**src/rtl/rdy_serial_pkg.sv**
```systemverilog
package rdy_serial_pkg;
  localparam int PRE_LEN   = 6;
  localparam int NBITS     = 4;
  localparam int FRAME_LEN = PRE_LEN + NBITS;
  localparam int PHASE_W   = $clog2(FRAME_LEN);
  localparam int SEL_W     = $clog2(NBITS);
  localparam int NMARKS    = 3;

  // index of each watermark comparator
  localparam int MK_CTL = 0;
  localparam int MK_DAT = 1;
  localparam int MK_FCQ = 2;

  typedef logic [NBITS-1:0] stat_t;

  // level at or above mark counts as full
  function automatic logic at_mark(input logic [15:0] lvl, input logic [15:0] mark);
    return lvl >= mark;
  endfunction

  // status nibble: bit0 fabric ctl, bit1 fabric data, bit2 local ctl, bit3 local data
  function automatic stat_t pack_status(input logic fab_c, input logic fab_d,
                                        input logic ctl_full, input logic dat_full,
                                        input logic fcq_full);
    stat_t s;
    s[0] = fab_c;
    s[1] = fab_d;
    s[2] = ~(ctl_full | fcq_full);
    s[3] = ~dat_full;
    return s;
  endfunction

  // synchronising pattern bit for a preamble position
  function automatic logic sync_bit(input int unsigned pos);
    return pos == PRE_LEN - 1;
  endfunction
endpackage

```
**src/rtl/rdy_mark_cmp.sv**
```systemverilog
module rdy_mark_cmp #(
  parameter int LVL_W = 9
) (
  input  logic [LVL_W-1:0] lvl_i,
  input  logic [LVL_W-1:0] mark_i,
  output logic             full_o
);
  import rdy_serial_pkg::*;

  always_comb full_o = at_mark(16'(lvl_i), 16'(mark_i));
endmodule

```
**src/rtl/rdy_frame_seq.sv**
```systemverilog
module rdy_frame_seq
  import rdy_serial_pkg::*;
(
  input  logic               clk,
  input  logic               rst,
  output logic [PHASE_W-1:0] phase_o,
  output logic               frame_end_o
);
  localparam logic [PHASE_W-1:0] LAST = PHASE_W'(FRAME_LEN - 1);

  logic [PHASE_W-1:0] phase_q;

  always_ff @(posedge clk) begin
    if (rst)                phase_q <= '0;
    else if (phase_q == LAST) phase_q <= '0;
    else                    phase_q <= phase_q + 1'b1;
  end

  assign phase_o     = phase_q;
  assign frame_end_o = (phase_q == LAST);


  frame_wrap_chk: assert property (@(posedge clk) disable iff (rst)
    frame_end_o |=> (phase_o == '0));

  phase_range_chk: assert property (@(posedge clk) disable iff (rst)
    phase_o < PHASE_W'(FRAME_LEN));

  phase_step_chk: assert property (@(posedge clk) disable iff (rst)
    !frame_end_o |=> (phase_o == $past(phase_o) + 1'b1));
endmodule

```
**src/rtl/rdy_serial_tx.sv**
```systemverilog
module rdy_serial_tx
  import rdy_serial_pkg::*;
#(
  parameter int LVL_W = 9
) (
  input  logic             clk,
  input  logic             rst,
  input  logic             fab_ctl_rdy_i,
  input  logic             fab_dat_rdy_i,
  input  logic [LVL_W-1:0] rb_ctl_lvl_i,
  input  logic [LVL_W-1:0] rb_ctl_mark_i,
  input  logic [LVL_W-1:0] rb_dat_lvl_i,
  input  logic [LVL_W-1:0] rb_dat_mark_i,
  input  logic [LVL_W-1:0] fcq_lvl_i,
  input  logic [LVL_W-1:0] fcq_mark_i,
  output logic             link_o,
  output logic [3:0]       sent_stat_o
);
  logic [LVL_W-1:0] lvl_arr  [NMARKS];
  logic [LVL_W-1:0] mark_arr [NMARKS];
  logic [NMARKS-1:0] full_w;

  assign lvl_arr[MK_CTL]  = rb_ctl_lvl_i;
  assign mark_arr[MK_CTL] = rb_ctl_mark_i;
  assign lvl_arr[MK_DAT]  = rb_dat_lvl_i;
  assign mark_arr[MK_DAT] = rb_dat_mark_i;
  assign lvl_arr[MK_FCQ]  = fcq_lvl_i;
  assign mark_arr[MK_FCQ] = fcq_mark_i;

  for (genvar g = 0; g < NMARKS; g++) begin : g_mark
    rdy_mark_cmp #(.LVL_W(LVL_W)) u_cmp (
      .lvl_i  (lvl_arr[g]),
      .mark_i (mark_arr[g]),
      .full_o (full_w[g])
    );
  end

  // named events for the checks
  logic ctl_full_w, dat_full_w, fcq_full_w;
  assign ctl_full_w = full_w[MK_CTL];
  assign dat_full_w = full_w[MK_DAT];
  assign fcq_full_w = full_w[MK_FCQ];

  stat_t next_stat_w;
  assign next_stat_w = pack_status(fab_ctl_rdy_i, fab_dat_rdy_i,
                                   ctl_full_w, dat_full_w, fcq_full_w);

  logic [PHASE_W-1:0] phase_w;
  logic               frame_end_w;

  rdy_frame_seq u_seq (
    .clk         (clk),
    .rst         (rst),
    .phase_o     (phase_w),
    .frame_end_o (frame_end_w)
  );

  stat_t hold_q, sent_q;

  always_ff @(posedge clk) begin
    if (rst) begin
      hold_q <= '0;
      sent_q <= '0;
    end else if (frame_end_w) begin
      sent_q <= hold_q;
      hold_q <= next_stat_w;
    end
  end

  logic             in_pre_w;
  logic [PHASE_W-1:0] bit_pos_w;
  assign in_pre_w  = phase_w < PHASE_W'(PRE_LEN);
  assign bit_pos_w = phase_w - PHASE_W'(PRE_LEN);

  always_comb begin
    if (in_pre_w) link_o = sync_bit(32'(phase_w));
    else          link_o = hold_q[bit_pos_w[SEL_W-1:0]];
  end

  assign sent_stat_o = sent_q;


  hold_stable_chk: assert property (@(posedge clk) disable iff (rst)
    !frame_end_w |=> $stable(hold_q));

  sent_stable_chk: assert property (@(posedge clk) disable iff (rst)
    !frame_end_w |=> $stable(sent_stat_o));

  sent_update_chk: assert property (@(posedge clk) disable iff (rst)
    frame_end_w |=> (sent_stat_o == $past(hold_q)));

  ctl_busy_chk: assert property (@(posedge clk) disable iff (rst)
    (frame_end_w && (ctl_full_w || fcq_full_w)) |=> !hold_q[2]);

  dat_busy_chk: assert property (@(posedge clk) disable iff (rst)
    (frame_end_w && dat_full_w) |=> !hold_q[3]);

  sync_one_chk: assert property (@(posedge clk) disable iff (rst)
    (phase_w == PHASE_W'(PRE_LEN - 1)) |-> link_o);

  sync_zero_chk: assert property (@(posedge clk) disable iff (rst)
    (phase_w < PHASE_W'(PRE_LEN - 1)) |-> !link_o);

  reset_line_chk: assert property (@(posedge clk)
    $past(rst) |-> (phase_w == '0 && !link_o));
endmodule

```
**config.mk**
```make
export PLATFORM = sky130hd
export DESIGN_NAME = rdy_serial_tx
export DESIGN_NICKNAME = d
export VERILOG_FILES = /design/src/rtl/rdy_serial_pkg.sv /design/src/rtl/rdy_mark_cmp.sv /design/src/rtl/rdy_frame_seq.sv /design/src/rtl/rdy_serial_tx.sv
export SDC_FILE = /design/constraint.sdc
export NUM_CORES = 1
export LEC_CHECK = 0
export ABC_AREA = 0
export ABC_CLOCK_PERIOD_IN_PS = 2800
export BUFFER_PORTS_ARGS = -buffer_cell sky130_fd_sc_hd__buf_2
export CAP_MARGIN = 20
export CORE_UTILIZATION = 48
export CTS_CLUSTER_SIZE = 25
export DETAILED_ROUTE_END_ITERATION = 6
export GPL_ROUTABILITY_DRIVEN = 0
export GPL_TIMING_DRIVEN = 0
export HOLD_SLACK_MARGIN = 0.15
export PLACE_DENSITY = 0.83
export SLEW_MARGIN = 20
export SYNTH_ARGS = -nofsm -noshare
export SYNTH_HDL_FRONTEND = slang
export SYNTH_SLANG_ARGS = --single-unit
```
**constraint.sdc**
```tcl
create_clock -name clk -period 2.8 [get_ports clk]
set_input_delay 0.14 -clock clk [delete_from_list [all_inputs] [get_ports clk]]
set_output_delay 0.14 -clock clk [all_outputs]
set_load 0.02 [all_outputs]
```
==> out/results.ini <==
[cts]
post_cts_resized = 0
ctsHoldBuffers = 3
clkTransAtPathRegs_ns = 0.08
clock_path_buffers = 2
numCtsBuffers = 3
clockRootBuffer = clkbuf_4
cts_tree = yes
insertion_delay_ns = 0.28
postCtsSetupRepairBufs = 0
cts_max_level = 1
cts.sinks = 12

[global_routing]
grt_pass1_wl_mm = 4.52
grt_max_degree = 11
track_usage_pct = 22.6
top_usage_layer = met2
antenna_found_initial = 0
grtUsageMet1_pct = 26.1
met3_usage_pct = 5.36
met2_usage_pct = 41.7
grt.overflow.total = 0
grt_pass1_vias = 1107

[synthesis]
synth_commonest_cells = ha_1, inv_1, nand2_1
mappedNetlistArea_mm2 = 0.00116
ys_top_cells_by_area = ha_1, dfxtp_1, inv_1
synth_nets = 234
async_flop_share_pct = 0
synth_top_area_share_pct = 31.4
syn_area_per_cell_um2 = 7.87
synth_seq_area_share_pct = 20.8
synth_cell_type_count = 31
yosysWarnings = 0
yosysTopAreaCell = ha_1
synth_edf_count = 0
yosys_register_bits = 12
ys.flop_type = dfxtp_1
syn_inst = 147

[placement]
dp_hpwl_mm = 2.23
portBuffers = 62
dp_slack_ns = 1.35

[sta]
fin_ws_ns = 1.12
period_share_pct = 60.0
clock_skew_ns = 0.00101
setup_viol = 0
slew_viol_final = 0
final.min_clock_period_ns = 1.68
rsz0062_at_grt = no
setup-tns-final_ns = 0
worstMarginPinSlew_ns = 0.452
fmaxAchievable_mhz = 595
slew_headroom_pct = 69.9
final_hold_viol_count = 0

[critical_path]
path_max_fanout = 6
critPathRequiredTime_ns = 2.66
crit_type = reg2out
cp-end-kind = output pin
cp_data_arrival_time_ns = 1.54
critPathLaunchType = register

[die]
die_w_um = 51.1
ios = 63
dieArea_mm2 = 0.00261
die_h_um = 51.1
coreArea_mm2 = 0.00223
rows = 17
floorplan.initialDensity_pct = 51.8

[layout]
areaGrowthSynthToFinish_pct = 35.6
layout.nets = 304
drive_gt1_share_pct = 33.3
diodes = 0

[status]
outcome = completed

[job]
cap_violations = 0

[routing]
drt-initial-drc-count = 10
dr.pass1.iters = 3
viasPerCell = 4.90
drt_wl_total_mm = 2.55
routedWlPerCell_um = 10.5
ant_nets = 0
drc = 0
vias = 1196

[power_and_ir_drop]
cellPowerDensity_mw_per_mm2 = 292
power_leakage_nw = 0.888
ir_drop_v = 0.000271

[min_path]
hold_class = in2reg

[sequential cells by signal (all words and copies together) (netlist names)]
register	flops
hold_q	4
sent_stat_o	4
u_seq.phase_o	4
[worst max-delay path, cell delays in order (launching register included)]
cell and delay (ns):
dfxtp_1 0.46, ha_1 0.28, nor2_1 0.05, a21oi_1 0.12, o221a_2 0.19, buf_2 0.15
[logic make-up (layout without fill, tap and decap cells)]
family | count (synthesis) | in the layout | share of synthesized area, %
fa+ha+maj | 29 | 29 | 31.4
simple gates | 40 | 40 | 16.2
xor+xnor | 2 | 2 | 1.51
buf+inv | 32 | 101 | 10.8
compound gates | 30 | 30 | 17.6
mux | 2 | 2 | 1.73
flops | 12 | 12 | 20.8
[power by group]
part	switching, W	internal, W	total [W]
sequential	0.00000574	0.000174	0.000180
combinational	0.0000628	0.0000748	0.000138
clock	0.0000608	0.0000792	0.000140
total	0.000129	0.000328	0.000458
[path summary, 6_finish.rpt]
path | start | end | slack (ns) | depth (start not counted)
max reg2reg | u_seq.phase_o[0] | hold_q[2] | 1.33 | 5
min reg2reg | sent_stat_o[3] | sent_stat_o[3] | 0.46 | 2
min | rb_dat_lvl_i[7] | hold_q[3] | 0.30 | 5
max | u_seq.phase_o[0] | link_o | 1.12 | 5
[cell usage in the layout, fill, tap and decap left out]
cell type,synthesis,final
nand2b_1,2,2
dlygate4sd3_1,0,3
o22ai_1,1,1
nor3b_1,1,1
buf_2,1,63
a211oi_1,1,1
buf_4,1,1
nand2_1,21,21
o31ai_1,1,1
nand3b_2,1,1
inv_1,29,29
a32o_1,1,1
a2111oi_2,1,1
nor3_1,3,3
dfxtp_1,12,12
xnor2_1,2,2
o211ai_1,1,1
a21boi_0,1,1
nand3b_1,1,1
clkbuf_4,0,3
o41ai_1,2,2
a21oi_1,17,17
a211oi_2,1,1
nor2_1,5,5
clkbuf_8,0,1
a211o_1,1,1
o21a_1,1,1
clkbuf_1,1,1
and3b_1,1,1
nand4_1,2,2
mux2i_1,2,2
o221a_2,1,1
nand3_1,3,3
ha_1,29,29
[per-layer routing]
layer,share of wire (%),up-vias
met4,0.71,0
met3,3.6,4
met1,43,530
met2,53,21
li1,-,641
met5,0,-
[stage by stage]
step / std cells / total power (W) / area, um^2 / hold slack (ns) / utilization, %
CTS: 244 / 0.000463 / 1570 / 0.289 / 70.3
global route: 244 / 0.000493 / 1570 / 0.344 / 70.3
global placement: 237 / 0.000311 / 1500 / 0.381 / 67.3
detailed placement: 237 / 0.000320 / 1500 / 0.395 / 67.3
finish: 244 / 0.000458 / 1570 / 0.296 / 70.3
floorplan: 147 / 0.000261 / 1160 / 0.241 / -
[final cells by class]
type / instances / area (um^2)
Inverter: 29 / 109
Sequential cell: 12 / 240
Multi-Input combinational cell: 103 / 792
Tap cell: 28 / 35.0
Timing Repair Buffer: 65 / 340
Fill cell: 187 / 664
Clock buffer: 4 / 36.3
Buffer: 3 / 16.3
Power figures use the tool's default switching activity.
